$ cat src/rtl/modtmr_pkg.sv
package modtmr_pkg;
    localparam int BYTE_W = 8;
    localparam int CNT_W  = 2 * BYTE_W;

    typedef enum logic [1:0] {
        ADDR_CTRL = 2'd0,
        ADDR_RSV  = 2'd1,
        ADDR_MODH = 2'd2,
        ADDR_MODL = 2'd3
    } reg_addr_e;

    localparam int BIT_FLAG = 7;
    localparam int BIT_IE   = 6;
    localparam int BIT_CRST = 5;

    typedef struct packed {
        logic             wr;
        logic             rd;
        reg_addr_e        addr;
        logic [BYTE_W-1:0] data;
    } reg_req_t;

    function automatic logic hits(input reg_req_t r, input reg_addr_e a);
        return r.wr && (r.addr == a);
    endfunction
endpackage

$ cat src/rtl/modtmr_counter.sv
module modtmr_counter
    import modtmr_pkg::*;
#(
    parameter int W = CNT_W
) (
    input  logic         clk,
    input  logic         rst,
    input  logic         tick,
    input  logic         crst,
    input  logic [W-1:0] wrap_val,
    output logic [W-1:0] cnt,
    output logic         wrap
);
    logic at_top;
    assign at_top = (cnt == wrap_val);
    assign wrap   = tick && !crst && at_top;

    always_ff @(posedge clk) begin
        if (rst || crst)
            cnt <= '0;
        else if (tick)
            cnt <= at_top ? '0 : cnt + W'(1);
    end
endmodule

$ cat src/rtl/modtmr_modreg.sv
module modtmr_modreg
    import modtmr_pkg::*;
(
    input  logic              clk,
    input  logic              rst,
    input  logic              wr_hi,
    input  logic              wr_lo,
    input  logic [BYTE_W-1:0] wdata,
    output logic [CNT_W-1:0]  wrap_val,
    output logic              hold
);
    logic [BYTE_W-1:0] hi_q, lo_q;

    always_ff @(posedge clk) begin
        if (rst) begin
            hi_q <= '1;
            lo_q <= '1;
            hold <= 1'b0;
        end else begin
            if (wr_hi) begin
                hi_q <= wdata;
                hold <= 1'b1;
            end
            if (wr_lo) begin
                lo_q <= wdata;
                hold <= 1'b0;
            end
        end
    end

    assign wrap_val = {hi_q, lo_q};
endmodule

$ cat src/rtl/modtmr_flag.sv
module modtmr_flag (
    input  logic clk,
    input  logic rst,
    input  logic set_req,
    input  logic rd_ctrl,
    input  logic wr_ctrl,
    input  logic wbit,
    output logic flag
);
    logic armed;

    always_ff @(posedge clk) begin
        if (rst)
            armed <= 1'b0;
        else if (wr_ctrl)
            armed <= 1'b0;
        else if (rd_ctrl && flag)
            armed <= 1'b1;
    end

    always_ff @(posedge clk) begin
        if (rst)
            flag <= 1'b0;
        else if (set_req)
            flag <= 1'b1;
        else if (wr_ctrl && armed && !wbit)
            flag <= 1'b0;
    end
endmodule

$ cat src/rtl/modtmr_top.sv
module modtmr_top
    import modtmr_pkg::*;
(
    input  logic              clk,
    input  logic              rst,
    input  logic              tick,
    input  logic              sel_wr,
    input  logic              sel_rd,
    input  logic [1:0]        addr,
    input  logic [BYTE_W-1:0] wdata,
    output logic [BYTE_W-1:0] rdata,
    output logic [CNT_W-1:0]  count,
    output logic              irq
);
    reg_req_t         req;
    logic             wr_ctrl, rd_ctrl, crst, wrap, hold, flag, ie;
    logic [CNT_W-1:0] wrap_val;

    assign req     = '{wr: sel_wr, rd: sel_rd, addr: reg_addr_e'(addr), data: wdata};
    assign wr_ctrl = hits(req, ADDR_CTRL);
    assign rd_ctrl = req.rd && (req.addr == ADDR_CTRL);
    assign crst    = wr_ctrl && req.data[BIT_CRST];

    modtmr_counter #(.W(CNT_W)) i_cnt (
        .clk(clk), .rst(rst), .tick(tick), .crst(crst),
        .wrap_val(wrap_val), .cnt(count), .wrap(wrap)
    );

    modtmr_modreg i_mod (
        .clk(clk), .rst(rst),
        .wr_hi(hits(req, ADDR_MODH)), .wr_lo(hits(req, ADDR_MODL)),
        .wdata(req.data), .wrap_val(wrap_val), .hold(hold)
    );

    modtmr_flag i_flag (
        .clk(clk), .rst(rst), .set_req(wrap && !hold),
        .rd_ctrl(rd_ctrl), .wr_ctrl(wr_ctrl),
        .wbit(req.data[BIT_FLAG]), .flag(flag)
    );

    always_ff @(posedge clk) begin
        if (rst)
            ie <= 1'b0;
        else if (wr_ctrl)
            ie <= req.data[BIT_IE];
    end

    assign irq = flag && ie && !hold;

    always_comb begin
        unique case (req.addr)
            ADDR_CTRL: rdata = {flag, ie, 6'b0};
            ADDR_MODH: rdata = wrap_val[CNT_W-1:BYTE_W];
            ADDR_MODL: rdata = wrap_val[BYTE_W-1:0];
            default:   rdata = '0;
        endcase
    end
endmodule

$ cat config.mk
export PLATFORM = sky130hd
export DESIGN_NAME = modtmr_top
export DESIGN_NICKNAME = d
export VERILOG_FILES = /design/src/rtl/modtmr_pkg.sv /design/src/rtl/modtmr_counter.sv /design/src/rtl/modtmr_modreg.sv /design/src/rtl/modtmr_flag.sv /design/src/rtl/modtmr_top.sv
export SDC_FILE = /design/constraint.sdc
export NUM_CORES = 1
export LEC_CHECK = 0
export ABC_AREA = 1
export BUFFER_PORTS_ARGS = -buffer_cell sky130_fd_sc_hd__buf_2
export CORE_MARGIN = 2
export CORE_UTILIZATION = 58
export DETAILED_ROUTE_END_ITERATION = 8
export GPL_ROUTABILITY_DRIVEN = 0
export GPL_TIMING_DRIVEN = 0
export PLACE_DENSITY = 0.84
export SYNTH_ARGS = -nofsm -noshare
export SYNTH_HDL_FRONTEND = slang
export SYNTH_SLANG_ARGS = --single-unit
$ cat constraint.sdc
create_clock -name clk -period 3.35 [get_ports clk]
set_input_delay 0.335 -clock clk [delete_from_list [all_inputs] [get_ports clk]]
set_output_delay 0.335 -clock clk [all_outputs]
set_load 0.1 [all_outputs]
## Yosys cells after proc, flatten, opt, wreduce, memory -nomap -nowiden

Index checks and enable logic that the tools add are counted.

| operators by class | value |
|---|---|
| reduce and logical (&&, ||, !) cells | 21 |
| muxes and demuxes | 4 |
| add/sub/neg operators | 1 |
| equal/unequal tests | 3 |

Operators with widths:

| kind | number |
|---|---|
| 8-bit one-hot mux with 3 select lines | 1 |
| 16-bit by 1-bit adder with 16-bit output, second input constant | 1 |
| 16-bit equality test | 1 |
| 16-bit two-way mux | 1 |
| 1-bit logical AND | 13 |
| 2-bit equality test, second input constant | 2 |
| 2-bit OR reduction | 2 |
| 1-bit zero test | 3 |
| 2-bit zero test | 1 |
| 1-bit two-way mux | 2 |
| 2-bit nonzero test | 1 |
| 1-bit logical OR | 1 |

| word-level totals | value |
|---|---|
| input port bits | 15 |
| output and inout bits | 25 |
| bits in registers | 36 |
| logic and storage cells | 36 |

## Depth between registers and ports, before layout

Gate-level depths: netlist of the first run.

| logic depth | value |
|---|---|
| depth after elaboration | 8 |
| depth in mapped cells | 10 |

## Cells and area by module

From an unflattened synthesis of the first run, not the netlist that was laid out.

| second synthesis, totals | value |
|---|---|
| cell total of the unflattened synthesis | 324 |
| area total of the unflattened synthesis | 2034.5 um2 |

Modules (own cells, without submodules):

| module | instances | area each (um2) | cells each | sequential area each (um2) |
|---|---|---|---|---|
| modtmr_counter | 1 | 1096.1 | 188 | 320.3 |
| modtmr_modreg | 1 | 615.6 | 74 | 340.3 |
| modtmr_top | 1 | 237.7 | 50 | 20.0 |
| modtmr_flag | 1 | 85.1 | 12 | 40.0 |

## Worst setup path before layout of the first run

Ideal clock, no wire load.

| path | value |
|---|---|
| path kind | input port to output port |
| start | in addr[1] |
| end | out rdata[2] |
| cell stages on the path | 2 |
| buffers on the path | 0 |
| arrival | 2.627 ns |
| path slack | 0.388 ns |
| path through | nand2_1 > o21ai_0 |

| on the way | value |
|---|---|
| word-level cells in the longest chain between the ends | 2 |
| elaborated cells on any way between the ends | 4 |
| classes of those cells | 2 x eq/ne; 1 x mux; 1 x reduce/logical |

RTL lines:

| element | RTL line | text |
|---|---|---|
| from (decl) | modtmr_top.sv:9 | `input logic [1:0] addr,` |
| 2-bit equality test / 2-bit zero test (equally long branches) | modtmr_top.sv:51 | `unique case (req.addr)` |
| 8-bit one-hot mux with 3 select lines * | modtmr_top.sv:51 |  |
| to (decl) | modtmr_top.sv:11 | `output logic [BYTE_W-1:0] rdata,` |

Mark *: on every way between the ends. The rest lies on a longest branch, timed or not.

## Worst setup path after layout of the first run

| path | value |
|---|---|
| start | in addr[1] |
| end | out rdata[3] |

The elaborated chain is that of the path after synthesis.

==> metrics.md, run 1 <==
| Metric | Value |
|---|---|
| Outcome | finished, final reports clean |
| Clk Latency, worst-skew pair | 340 ps |
| Critical path's top delay family | buffers and inverters |
| Routed WL | roughly 4700 um |
| First drt pass iteration count | 4 |
| Period utilisation layout | 57.4% |
| Vias after detailed routing | between 1,500 and 2,000 |
| Final setup margin | approximately 1400 ps |
| Die Span X | 62.0 um |
| Startpoint Class | input pin |
| Die ar. | ~3800 um^2 |
| Worst Path Arrival | 1590 ps |
| Synthesized area | 1950 um^2 |
| Worst slew margin | 67.9% |
| Final hold violations | 0 |
| Final min period | approximately 1900 ps |
| Largest net degree at the start of global routing | 11 |
| Clock sink count | 36 |
| PortBufs | 38 |
| VDD IR max | 0.000309 V |
| Syn avg cell area | 6.84 um^2 |
| Root Buffer | clkbuf_4 |
| CTS tree | done |
| Post-Place Setup Slack | between 1000 and 1500 ps |
| Ant. Diodes | 0 |
| Final Max Tran Viols | 0 |
| GR Overflow Total | 0 |
| Cts repair resizes | 0 |
| Final Net Count | 346 |
| Worst path bufs/invs | 4 |
| Filler Cell Count | roughly 300 |
| Worst Path Required | 3010 ps |
| Detailed placement HPWL | 3620 um |
| Met1 usage | around a third |
| Post-CTS setup buffers | 0 |
| Maximum level of the CTS H-tree | 2 |
| Gr usage total | 26.6% |
| Final ANT Viol Nets | 0 |
| Hold Buf Count CTS | 0 |
| Clock skew | 8.25 ps |
| First-pass GRT wire length | 7340 um |
| Post-synthesis cell type count | 31 |
| Core area | 3280 um^2 |
| CP cell instances | buf_2 -> inv_1 -> nor2_1 -> inv_1 -> o22ai_1 -> buf_2 |
| Fin Hold WS | 229 ps |
| Max Freq | approximately 520 MHz |
| Post-layout util | around 70% |
| Slew @ Worst Pin | 485 ps |
| Leak | 1.12 nW |
| Setup violators final | 0 |
| Worst path max stage delay | 470 ps |
| Height of the die | 62.0 um |
| Layout cell share with drive strength beyond 1 | 22.1% |
| IO Pins | 40 |
| Syn Nets | 301 |
| Clock Tree Buf Depth | 2 |
| CP Capture Type | output port |
| Initial drt markers | 88 |
| DRC viols | 0 |
| Drt wl/cell | 12.5 um |
| FF+latch count, synth | 36 |
| Syn-to-layout area delta | 16.1% |
| RSZ-0062 raised after global routing | false |
| CP Max Fanout | 6 |
| Worst-path clk slew | 110 ps |
| Vias in the first global route | between 1,500 and 2,000 |
| GR peak layer | met2 |
| Antenna violations before repair | 0 |
| Syn. warnings | 0 |
| Sequential area share after synthesis | between 30 and 40% |
| Max-cap violation count | 0 |
| Post-Synthesis Cells | around 290 |
| GR Util met3 | 6.21% |
| # rows | 21 |
| Slowest-stage cell, CP | buf_2 |
| Starting density of the core | 59.3% |
| Num CTS Buffers | 5 |
| Vias/cell | roughly 5.3 |
| Worst hold path type | in2reg |
| Post-route setup TNS | 0 ps |
| Met2 Use GR | 44.9% |
| Crit Path Class | in2out |
| Pwr/cell area | 395 nW/um^2 |
## path summary, 6_finish.rpt
| check | start | cells past startpoint | slack, ps | to |
|---|---|---|---|---|
| setup / recovery | addr[1] | 6 | 1430 | rdata[3] |
| setup reg to reg | i_cnt.cnt[0]$_SDFFE_PP0P_ | 7 | 1700 | i_cnt.cnt[12]$_SDFFE_PP0P_ |
| hold reg to reg | i_flag.armed$_SDFFE_PP0P_ | 2 | 490 | i_flag.armed$_SDFFE_PP0P_ |
| hold / removal | wdata[2] | 3 | 230 | i_mod.hi_q[2]$_SDFFE_PP1P_ |
## kinds of logic (layout without fill, tap and decap cells)
family | after synthesis | count (layout) | share of synthesized area, %
AOI/OAI and AO/OA | 47 | 47 | 14.1
xor gates and xnor gates | 7 | 7 | 3.15
adders and majority gates | 1 | 1 | 0.642
buffers and inverters | 53 | 98 | 11.5
DFF | 36 | 36 | 37.0
and+or+nand+nor | 141 | 141 | 33.6
## through the flow
stage / cells / power, W / instance area (um^2)
CTS: 376 / 0.000891 / 2260
finish: 376 / 0.000892 / 2260
detailed placement: 369 / 0.000639 / 2200
floorplan: 285 / 0.000602 / 1950
global placement: 369 / 0.000636 / 2200
global route: 376 / 0.000919 / 2260
## cells in the mapped netlist
library cell,n,area (um^2)
nand2_1,78,293
inv_1,44,165
dfxtp_1,36,721
nor2_1,24,90.1
o21ai_0,16,80.1
a21oi_1,12,60.1
nor2_2,12,75.1
nand3_1,8,40.0
o211ai_1,8,60.1
xor2_1,7,61.3
nand4_1,6,37.5
o22ai_1,6,37.5
inv_2,3,11.3
nor3_1,3,15.0
a211oi_1,2,15.0
buf_4,2,15.0
nor2_4,2,22.5
nor3_4,2,32.5
o221ai_1,2,17.5
buf_12,1,20.0
buf_2,1,5.00
clkbuf_1,1,3.75
clkinv_1,1,3.75
ha_1,1,12.5
nand2_2,1,6.26
nand2_4,1,11.3
nand3_2,1,10.0
o21ai_1,1,5.00
or2_0,1,6.26
or2_2,1,6.26
or2_4,1,8.76
## sequential cells by signal, indices dropped and copies added (netlist names)
signal	flops
i_mod.hi_q	8
i_flag.armed	1
i_mod.lo_q	8
ie	1
i_mod.hold	1
i_cnt.cnt	16
i_flag.flag	1
## placed cells by master, fill, tap and decap left out, types with 7 or more instances in the layout
cell type,count
nor2_2,12
dfxtp_1,36
nand3_1,8
inv_1,44
nor2_1,24
o21ai_0,16
a21oi_1,12
buf_2,39
o211ai_1,8
nand2_1,78
xor2_1,7
## routing by layer
metal,vias to the layer above,share of wire (%)
li1,1001,-
met1,912,45
met2,65,48
met3,4,6.3
met4,0,0.81
met5,-,0
## where the power goes
group          internal (W)  switching (W)
Sequential         0.000441     0.00000867
Combinational     0.0000400       0.000140
Clock              0.000119       0.000143
Total              0.000600       0.000292
## worst reg2reg max path, cell delays in order (launching register included)
cell	delay, ps
dfxtp_1	430
ha_1	220
nand2_1	110
nor3_4	250
nand4_1	200
or2_0	250
nand3_1	70
nor2_1	40
## area by class of cell
cell class | count | area, um^2 | share of cell area [%]
buffer | 5 | 43.8 | 1.94
tap | 46 | 57.6 | 2.55
inverter | 48 | 180 | 7.97
clock buffer | 7 | 65.1 | 2.88
timing repair buffer | 38 | 190 | 8.41
sequential | 36 | 721 | 31.9
multi-input combinational | 196 | 1000 | 44.4
Power figures use the tool's default switching activity.
==> inputs of run 2 (changes only) <==
- CORE_UTILIZATION: 58 -> 54
- PLACE_DENSITY: 0.84 -> 0.79
- clock period: 3.35 -> 1.85 ns (I/O delays scaled with it)
==> run 2 against run 1 <==
  * Setup slack worse by 1200 ps
  * Critical path depth is 3 lower
  * Sequential share of layout area increased by 0.76 points
  * Register-to-register slack got worse by 1400 ps
  * Clock power up 76%
  * Hold slack worse by 160 ps
  * Global-route usage down 0.40 points
  * Combinational power up 82%
  * Count of clock-buffer cells in the layout rose by 1
  * Utilization down 1.4 points
  * Flip-flop and latch count unchanged
  * Total power is 80% higher
  * Largest power group unchanged
==> metrics.md, run 2 (synthesis results as in run 1) <==
| Metric | Value |
|---|---|
| Clock Tree Buf Depth | 2 |
| Pwr/cell area | 701 nW/um^2 |
| Height of the die | 64.1 um |
| Hold Buf Count CTS | 0 |
| Max Freq | 609 MHz |
| WHS Path Cells | 3 |
| Final hold violations | 0 |
| Vias in the first global route | 1,803 |
| Post-Place Setup Slack | 252 ps |
| Placed Area | 2230 um^2 |
| Worst Path Required | ~1700 ps |
| Num CTS Buffers | 5 |
| Startpoint Class | flop |
| Vias/cell | 5.19 |
| Initial drt markers | 108 |
| Routed WL | 4880 um |
| First drt pass iteration count | 6 |
| Period utilisation layout | between 80% and 90% |
| DRC viols | 0 |
| CP Max Fanout | 3 |
| Final min period | 1640 ps |
| Max-cap violation count | 0 |
| Layout cell share with drive strength beyond 1 | 26.9% |
| Largest net degree at the start of global routing | 11 |
| VDD IR max | around 0.00049 V |
| Crit Path Class | reg2out |
| Reg with most FFs | i_cnt.cnt |
| Final ANT Viol Nets | 0 |
| Gr usage total | a little over a quarter |
| Syn-to-layout area delta | 17.3% |
| Worst hold path type | in2reg |
| Root Buffer | clkbuf_4 |
| Post-CTS setup buffers | 0 |
| Outcome | finished, final reports clean |
| Most frequent cells in the layout | nand2_1, inv_1, buf_2 |
| Slowest-stage cell, CP | buf_2 |
| Maximum level of the CTS H-tree | 2 |
| Starting density of the core | 57.5% |
| Final Max Tran Viols | 0 |
| Slew @ Worst Pin | approximately 490 ps |
| Detailed placement HPWL | roughly 3600 um |
| CP Capture Type | output port |
| Die ar. | 4100 um^2 |
| First-pass GRT wire length | between 8000 and 9000 um |
| Ant. Diodes | 0 |
| Leak | about 1.1 nW |
| RSZ-0062 raised after global routing | false |
| Clock skew | 6.85 ps |
| Finished Cell Area | 2280 um^2 |
| Tot Pwr | between 0.0015 and 0.002 W |
| Final setup margin | 209 ps |
| Clock sink count | 36 |
| CP cell instances | inv_1 -> o221ai_1 -> buf_2 |
| Die Span X | 64.1 um |
| Antenna violations before repair | 0 |
| GR Overflow Total | 0 |
| Largest register FFs | 16 |
| Worst slew margin | 67.4% |
| IO Pins | 40 |
| Vias after detailed routing | roughly 2,000 |
| Setup violators final | 0 |
| R2R depth | 7 |
| Final Net Count | around 350 |
| CTS tree | done |
| Post-route setup TNS | 0 ps |
| Worst path max stage delay | 460 ps |
| Most common cell after layout, fill and taps aside | nand2_1 |
| Cts repair resizes | 0 |
| Post-layout util | about 67% |
| Biggest regs | i_cnt.cnt (16), i_mod.hi_q (8), i_mod.lo_q (8) |
| Core area | 3390 um^2 |
| Drt wl/cell | 13.0 um |
| # rows | 21 |
| PortBufs | 38 |
| Worst-path clk slew | roughly 110 ps |
| Worst Path Arrival | 1460 ps |
| Clk Latency, worst-skew pair | approximately 350 ps |
run 2: changes by cell type in the layout (fill, tap and decap cells not counted):
cell | previous run | this run
nor3_1 | 3 | 2
dfxtp_1 | 36 | 20
o21ai_1 | 1 | 2
clkbuf_1 | 1 | 3
nor3_2 | 0 | 1
dfxtp_2 | 0 | 14
clkbuf_8 | 2 | 1
dfxtp_4 | 0 | 2
o21ai_0 | 16 | 15
run 2: cell type report:
class | instances | area (um^2)
repair buffers | 38 | 190
clock buffers | 8 | 58.8
multi-input cells | 196 | 1010
inverters | 48 | 180
fillers | 304 | 1100
flip-flops and latches | 36 | 746
well taps | 46 | 57.6
plain buffers | 5 | 43.8
run 2: metal layers:
metal  GRT usage, %  vias to the layer above  share of wire, %
li1               -                      999                 -
met1           33.8                      881                45
met2           42.6                       69                48
met3           6.34                        6               6.7
met4           8.97                        0              0.96
met5              0                        -                 0
run 2: worst max-delay path: cells and delay by family, from the launching register on:
kind	cells	cell delay [ps]
buf+inv	2	540
flops	1	360
compound gates	1	210
run 2: worst paths after layout:
path | startpoint | to | slack, ps
setup / recovery | i_mod.lo_q[6]$_SDFFE_PP1P_ | rdata[6] | 210
hold / removal | wdata[2] | i_mod.lo_q[2]$_SDFFE_PP1P_ | 70
setup reg to reg | i_cnt.cnt[0]$_SDFFE_PP0P_ | i_cnt.cnt[12]$_SDFFE_PP0P_ | 260
hold reg to reg | i_flag.armed$_SDFFE_PP0P_ | i_flag.armed$_SDFFE_PP0P_ | 470
run 2: per-stage QoR:
| step | hold WS, ps | instances |
|---|---|---|
| floorplan | 285 | 285 |
| global placement | 418 | 369 |
| detailed placement | 421 | 369 |
| CTS | 62.3 | 377 |
| global route | 56.9 | 377 |
| finish | 68.5 | 377 |
run 2: power by group:
group          switching (W)  internal [W]
clock               0.000273      0.000188
combinational       0.000255     0.0000725
sequential         0.0000161      0.000798
